[src/rtl/uart_fifo_pkg.sv]
package uart_fifo_pkg;
   localparam int unsigned BYTE_W = 8;

   // threshold code to fill level
   function automatic int unsigned lvl_of(input logic [1:0] code);
      int unsigned v;
      unique case (code)
         2'b00:   v = 1;
         2'b01:   v = 4;
         2'b10:   v = 8;
         default: v = 14;
      endcase
      return v;
   endfunction
endpackage

[src/rtl/ufc_byte_fifo.sv]
module ufc_byte_fifo #(
   parameter int unsigned DEPTH     = 16,
   parameter int unsigned WIDTH     = 8,
   parameter bit          TRACK_OVR = 1'b0,
   localparam int unsigned AW = $clog2(DEPTH),
   localparam int unsigned CW = $clog2(DEPTH + 1)
) (
   input  logic             clk,
   input  logic             rst_n,
   input  logic             clr,
   input  logic             push,
   input  logic [WIDTH-1:0] din,
   input  logic             pop,
   output logic [WIDTH-1:0] dout,
   output logic [CW-1:0]    cnt,
   output logic             empty,
   output logic             full,
   output logic             push_ok,
   output logic             pop_ok,
   output logic             ovr
);
   if (DEPTH < 2 || (DEPTH & (DEPTH - 1)) != 0) begin : g_bad_depth
      $error("ufc_byte_fifo: DEPTH must be a power of two of at least 2");
   end

   logic [WIDTH-1:0] mem [DEPTH];
   logic [AW-1:0]    wp, rp;

   assign empty   = (cnt == '0);
   assign full    = (cnt == CW'(DEPTH));
   assign pop_ok  = pop && !empty && !clr;
   assign push_ok = push && !clr && (!full || pop_ok);

   always_ff @(posedge clk) begin
      if (push_ok) mem[wp] <= din;
   end

   always_ff @(posedge clk) begin
      if (!rst_n) begin
         wp   <= '0;
         rp   <= '0;
         cnt  <= '0;
         dout <= '0;
      end else if (clr) begin
         wp  <= '0;
         rp  <= '0;
         cnt <= '0;
      end else begin
         if (push_ok) wp <= wp + AW'(1);
         if (pop_ok) begin
            dout <= mem[rp];
            rp   <= rp + AW'(1);
         end
         if (push_ok && !pop_ok)      cnt <= cnt + CW'(1);
         else if (pop_ok && !push_ok) cnt <= cnt - CW'(1);
      end
   end

   if (TRACK_OVR) begin : g_ovr
      logic ovr_q;
      always_ff @(posedge clk) begin
         if (!rst_n)                 ovr_q <= 1'b0;
         else if (clr)               ovr_q <= 1'b0;
         else if (push && !push_ok)  ovr_q <= 1'b1;
      end
      assign ovr = ovr_q;

      assert_ovr_sticky_R9: assert property (@(posedge clk) disable iff (!rst_n)
         ovr && !clr |=> ovr);
   end else begin : g_no_ovr
      assign ovr = 1'b0;
   end

   assert_count_bound_R1: assert property (@(posedge clk) disable iff (!rst_n)
      cnt <= CW'(DEPTH));
   assert_clear_empties_R3: assert property (@(posedge clk) disable iff (!rst_n)
      clr |=> empty);
   assert_clear_keeps_data_R3: assert property (@(posedge clk) disable iff (!rst_n)
      clr |=> $stable(dout));
   assert_empty_pop_R10: assert property (@(posedge clk) disable iff (!rst_n)
      empty && pop && !push && !clr |=> empty && $stable(dout));
endmodule

[src/rtl/ufc_tx_req.sv]
module ufc_tx_req #(
   parameter int unsigned CW = 5
) (
   input  logic          clk,
   input  logic          rst_n,
   input  logic          clr,
   input  logic          push_ok,
   input  logic          pop_ok,
   input  logic [CW-1:0] cnt,
   input  logic [CW-1:0] lvl,
   output logic          req
);
   logic          armed;
   logic [CW-1:0] nxt;

   always_comb begin
      nxt = cnt;
      if (push_ok && !pop_ok)      nxt = cnt + CW'(1);
      else if (pop_ok && !push_ok) nxt = cnt - CW'(1);
   end

   always_ff @(posedge clk) begin
      if (!rst_n || clr) begin
         req   <= 1'b0;
         armed <= 1'b0;
      end else if (push_ok) begin
         req <= 1'b0;
         if (nxt > lvl) armed <= 1'b1;
      end else if (pop_ok && ((armed && nxt < lvl) || nxt == '0)) begin
         req   <= 1'b1;
         armed <= 1'b0;
      end
   end

   assert_push_drops_req_R8: assert property (@(posedge clk) disable iff (!rst_n)
      push_ok |=> !req);
   assert_req_needs_pop_R6: assert property (@(posedge clk) disable iff (!rst_n)
      !pop_ok |=> !$rose(req));
endmodule

[src/rtl/uart_fifo_trig.sv]
module uart_fifo_trig #(
   parameter int unsigned DEPTH = 16,
   localparam int unsigned CW = $clog2(DEPTH + 1)
) (
   input  logic          clk,
   input  logic          rst_n,
   input  logic          cfg_wr,
   input  logic          cfg_fifo_en,
   input  logic          cfg_rx_clr,
   input  logic          cfg_tx_clr,
   input  logic          cfg_dma,
   input  logic [1:0]    cfg_tx_lvl,
   input  logic [1:0]    cfg_rx_lvl,
   input  logic          xfeat_en,
   input  logic          tx_push,
   input  logic [7:0]    tx_wdata,
   input  logic          tx_pop,
   output logic [7:0]    tx_rdata,
   input  logic          rx_push,
   input  logic [7:0]    rx_wdata,
   input  logic          rx_pop,
   output logic [7:0]    rx_rdata,
   output logic [CW-1:0] tx_count,
   output logic [CW-1:0] rx_count,
   output logic          tx_empty,
   output logic          tx_full,
   output logic          rx_empty,
   output logic          rx_full,
   output logic          rx_overrun,
   output logic          fifo_en,
   output logic          dma_mode,
   output logic [1:0]    tx_lvl_q,
   output logic [1:0]    rx_lvl_q,
   output logic          tx_req,
   output logic          rx_req
);
   import uart_fifo_pkg::*;

   if (DEPTH < 14) begin : g_bad_depth
      $error("uart_fifo_trig: DEPTH must cover the highest threshold of 14");
   end

   logic          tx_clr, rx_clr;
   logic          tx_push_ok, tx_pop_ok, rx_push_ok, rx_pop_ok, tx_ovr_unused;
   logic [CW-1:0] tx_lvl, rx_lvl;

   always_ff @(posedge clk) begin
      if (!rst_n) begin
         fifo_en  <= 1'b0;
         dma_mode <= 1'b0;
         tx_lvl_q <= 2'b00;
         rx_lvl_q <= 2'b00;
      end else if (cfg_wr) begin
         fifo_en  <= cfg_fifo_en;
         dma_mode <= cfg_dma;
         rx_lvl_q <= cfg_rx_lvl;
         if (xfeat_en) tx_lvl_q <= cfg_tx_lvl;
      end
   end

   assign tx_clr = cfg_wr && cfg_fifo_en && cfg_tx_clr;
   assign rx_clr = cfg_wr && cfg_fifo_en && cfg_rx_clr;
   assign tx_lvl = CW'(lvl_of(tx_lvl_q));
   assign rx_lvl = CW'(lvl_of(rx_lvl_q));

   ufc_byte_fifo #(.DEPTH(DEPTH), .WIDTH(BYTE_W), .TRACK_OVR(1'b0)) u_tx_q (
      .clk(clk), .rst_n(rst_n), .clr(tx_clr),
      .push(tx_push), .din(tx_wdata), .pop(tx_pop), .dout(tx_rdata),
      .cnt(tx_count), .empty(tx_empty), .full(tx_full),
      .push_ok(tx_push_ok), .pop_ok(tx_pop_ok), .ovr(tx_ovr_unused));

   ufc_byte_fifo #(.DEPTH(DEPTH), .WIDTH(BYTE_W), .TRACK_OVR(1'b1)) u_rx_q (
      .clk(clk), .rst_n(rst_n), .clr(rx_clr),
      .push(rx_push), .din(rx_wdata), .pop(rx_pop), .dout(rx_rdata),
      .cnt(rx_count), .empty(rx_empty), .full(rx_full),
      .push_ok(rx_push_ok), .pop_ok(rx_pop_ok), .ovr(rx_overrun));

   ufc_tx_req #(.CW(CW)) u_tx_req (
      .clk(clk), .rst_n(rst_n), .clr(tx_clr),
      .push_ok(tx_push_ok), .pop_ok(tx_pop_ok),
      .cnt(tx_count), .lvl(tx_lvl), .req(tx_req));

   assign rx_req = (rx_count >= rx_lvl);

   assert_txlvl_lock_R5: assert property (@(posedge clk) disable iff (!rst_n)
      cfg_wr && !xfeat_en |=> $stable(tx_lvl_q));
   assert_clr_gate_R3: assert property (@(posedge clk) disable iff (!rst_n)
      cfg_wr && !cfg_fifo_en && !rx_pop |=> rx_count >= $past(rx_count));
   assert_clr_isolated_R3: assert property (@(posedge clk) disable iff (!rst_n)
      rx_clr && !tx_clr && !tx_push && !tx_pop |=> $stable(tx_count));
   assert_dma_store_R11: assert property (@(posedge clk) disable iff (!rst_n)
      cfg_wr |=> dma_mode == $past(cfg_dma));
   assert_rx_full_req_R4: assert property (@(posedge clk) disable iff (!rst_n)
      rx_full |-> rx_req);
endmodule

[config.mk]
export PLATFORM = sky130hd
export DESIGN_NAME = uart_fifo_trig
export DESIGN_NICKNAME = d
export VERILOG_FILES = /design/src/rtl/uart_fifo_pkg.sv /design/src/rtl/ufc_byte_fifo.sv /design/src/rtl/ufc_tx_req.sv /design/src/rtl/uart_fifo_trig.sv
export SDC_FILE = /design/constraint.sdc
export NUM_CORES = 1
export LEC_CHECK = 0
export BUFFER_PORTS_ARGS = -buffer_cell sky130_fd_sc_hd__buf_2
export CAP_MARGIN = 20
export CORE_ASPECT_RATIO = 2
export CORE_MARGIN = 2
export CORE_UTILIZATION = 55
export DETAILED_ROUTE_END_ITERATION = 7
export PLACE_DENSITY = 0.72
export SLEW_MARGIN = 20
export SYNTH_ARGS = -nofsm -noshare
export SYNTH_HDL_FRONTEND = slang
export SYNTH_SLANG_ARGS = --single-unit
[constraint.sdc]
create_clock -name clk -period 2.65 [get_ports clk]
set_input_delay 0.265 -clock clk [delete_from_list [all_inputs] [get_ports clk]]
set_output_delay 0.265 -clock clk [all_outputs]
set_load 0.01 [all_outputs]
==> flow_summary.yaml <==
route:
  vias_per_cell: 5.74
  routed_wl_um: 25500
  routedWlPerCell_um: 22.1
  ant_nets: 0
  via_count: 6640
  drt_iter0_drc: 339
  drtPass1Iterations: 4
  drc: 0
layout:
  nets: 914
  final_cells: 1156
  fill_cells: 1551
  diodes: 0
  final_area_um2: 14600
  area_delta_synth_final_pct: 16.8
  drive_gt1_share_pct: 34.1
placed_design:
  dp_hpwl_um: 18000
  place_ws_ns: -0.179
  gp_congestion: 0.880
  place_area_um2: 13700
  place_inst: 1102
  port_buffers: 70
setup_path:
  critPathArrivalTime_ns: 3.30
  setup.worst_path.class: "flop to flop"
  required_ns: 3.09
  start_kind: "flop"
  startpoint: "u_tx_q.cnt[0]"
  worst_r2r_path_depth: 14
  r2r-start: "u_tx_q.cnt[0]"
  cp_max_fo: 3
  endpoint_kind: "flop"
die:
  core_um2: 22500
  initial_core_util_pct: 55.5
  num_rows: 78
  ios: 71
  die_w_um: 111
  dieArea_um2: 24000
  die_h_um: 217
logic_synthesis:
  synthTopCellsByArea: "edfxtp_1 61%, mux4_2 14%, dfxtp_1 8.2%, ha_1 2.5%, nor2_1 1.8%"
  synth_area_per_cell_um2: 17.3
  ys_top_cells_by_count: "256 x edfxtp_1, 80 x mux4_2, 60 x nor2_1"
  synth_top_area_cell: "edfxtp_1"
  yosys.area.top_type_share_pct: 61.4
  synth_seq_cells: 307
  synth_edf_count: 256
  synth_ff_type: "edfxtp_1"
  synth_area_um2: 12500
  syn-num-nets: 780
  syn_inst: 722
  synth_most_common_cell: "edfxtp_1"
  async_reset_ff_share_pct: 0
  yosysUniqueCellTypes: 56
  yosysWarnings: 0
  yosysSeqAreaShare_pct: 69.6
sta:
  clock_skew_ns: 0.0128
  period_minus_slack_ns: 2.86
  worst_slew_pin_slew_ns: 0.687
  drv_slew: 0
  fmax_mhz: 349
  setup_viol: 2
  relSlewSlack_pct: 54.2
  final.setup.tns_ns: -0.229
  finalHoldViolCount: 0
  rsz0062_at_grt: "yes"
  layout_setup_ws_ns: -0.213
  period_share_pct: 108
power_and_ir_drop:
  switching_power_w: 0.00329
  p_leak_nw: 5.04
  p_int_w: 0.00905
  p_sw_share_pct: 26.6
  powerDensity_nw_per_um2: 844
  vdd_drop_max_v: 0.000849
  p_total_w: 0.0123
  p_comb_share_pct: 25.0
  power_frac_seq_pct: 45.0
  pwr-share-clk_pct: 30.0
global_routing:
  grt_pass1_vias: 7134
  grt_max_degree: 36
  grt_pass1_wl_um: 39900
  grt_usage_pct: 21.6
  overflow: 0
  antenna_found_initial: 0
clock_network:
  cts-root-buf: "clkbuf_16"
  cts_buffers: 26
  cts.sinks: 307
  cts_tree: "yes"
  cts.path.max_buffers: 3
  htreeDepth: 1
  worstSkewPairLatency_ns: 0.53
  cts.clk_slew.worst_paths_ns: 0.07
worst_hold_path:
  hp-class: "input pin to flop"
  min-delay-start: "cfg_tx_lvl[0]"
  worstHoldPathCells: 3
status:
  outcome: "finished with violations"
  violations: "negative setup slack"
job:
  max_cap_viol_count: 0
## worst paths after layout
check                                       to  slack [ns]
worst max-delay path            u_tx_req.armed       -0.21
worst max register to register  u_tx_req.armed       -0.21
worst min register to register  u_rx_q.dout[7]        0.45
worst min-delay path               tx_lvl_q[0]        0.04
## stage by stage
step	hold slack [ns]	utilization, %
after global routing	0.0296	64.8
final	0.0362	64.8
after global placement	0.441	60.7
after floorplan	0.364	-
after CTS	0.0176	64.5
after detailed placement	0.447	60.7
## worst max-delay path: stages, from the launching register on
cell and delay (ns):
dfxtp_4 0.35, inv_4 0.06, ha_4 0.12, or4b_4 0.49, nand4b_1 0.12, a21oi_1 0.08, xnor2_1 0.23, inv_1 0.12
ha_4 0.30, nand3_2 0.08, o22ai_2 0.17, nor2_2 0.07, a41o_1 0.21, a21bo_2 0.22, a211oi_2 0.16
## area by class of cell
class | count | area, um2 | share of cell area, %
Inverter | 23 | 96.3 | 0.659
Tap cell | 280 | 350 | 2.40
Sequential cell | 307 | 8720 | 59.7
Clock inverter | 16 | 136 | 0.933
Clock buffer | 32 | 694 | 4.75
Timing Repair Buffer | 142 | 940 | 6.43
Multi-Input combinational cell | 356 | 3680 | 25.2
## layout by cell type (no fill, tap or decap), drive strengths merged, types with 5 or more instances in the layout
| master | n |
|---|---|
| dfxtp | 51 |
| a21boi | 18 |
| nor2b | 6 |
| nor2 | 61 |
| xnor2 | 9 |
| nand2 | 57 |
| mux4 | 80 |
| mux2i | 7 |
| clkbuf | 32 |
| nand4 | 7 |
| nand3 | 9 |
| buf | 139 |
| ha | 25 |
| o21ai | 7 |
| inv | 23 |
| nand2b | 5 |
| clkinv | 13 |
| nor3 | 10 |
| edfxtp | 256 |
| a21oi | 12 |
| xor2 | 11 |
## registers in the layout, indices dropped and copies added (netlist names)
| name | cells |
|---|---|
| u_rx_q.cnt | 5 |
| u_tx_q.dout | 8 |
| u_tx_req.req | 1 |
| u_tx_q.mem | 128 |
| u_rx_q.wp | 4 |
| u_tx_q.wp | 4 |
| u_tx_req.armed | 1 |
| u_tx_q.cnt | 5 |
| fifo_en | 1 |
| u_rx_q.dout | 8 |
| rx_lvl_q | 2 |
| u_rx_q.ovr | 1 |
| dma_mode | 1 |
| u_rx_q.mem | 128 |
| u_tx_q.rp | 4 |
| tx_lvl_q | 2 |
| u_rx_q.rp | 4 |
## per-layer routing
layer / global-route usage, % / share of wire [%]
met3: 2.01 / 3.1
met2: 43.0 / 60
met1: 23.4 / 34
met4: 7.67 / 3.2
met5: 0 / 0
## repair_timing
action	4_1_cts	5_1_grt
pin swaps	3	13
gates cloned	0	0
endpoints found under the hold margin	3	0
gates resized for setup	1	14
hold buffers	3	0
setup endpoints to repair	3	4
setup buffers	1	2
## power groups by stage
stage                     Sequential, W  Clock, W  Combinational [W]
after floorplan                 0.00572         0            0.00193
after global placement          0.00564         0            0.00288
after detailed placement        0.00566         0            0.00300
after CTS                       0.00556   0.00379            0.00301
after global routing            0.00557   0.00395            0.00337
final                           0.00556   0.00370            0.00308
## cell families (layout without fill, tap and decap cells)
kind of cell,after synthesis,count (layout),synth area share [%]
mux,87,87,15.0
flops,307,307,69.6
buf+inv,59,213,1.97
fa+ha+maj,26,26,2.66
compound gates,54,54,3.19
xor+xnor,20,20,1.40
simple gates,169,169,6.24
No activity file was read; power rests on OpenSTA's default activity.
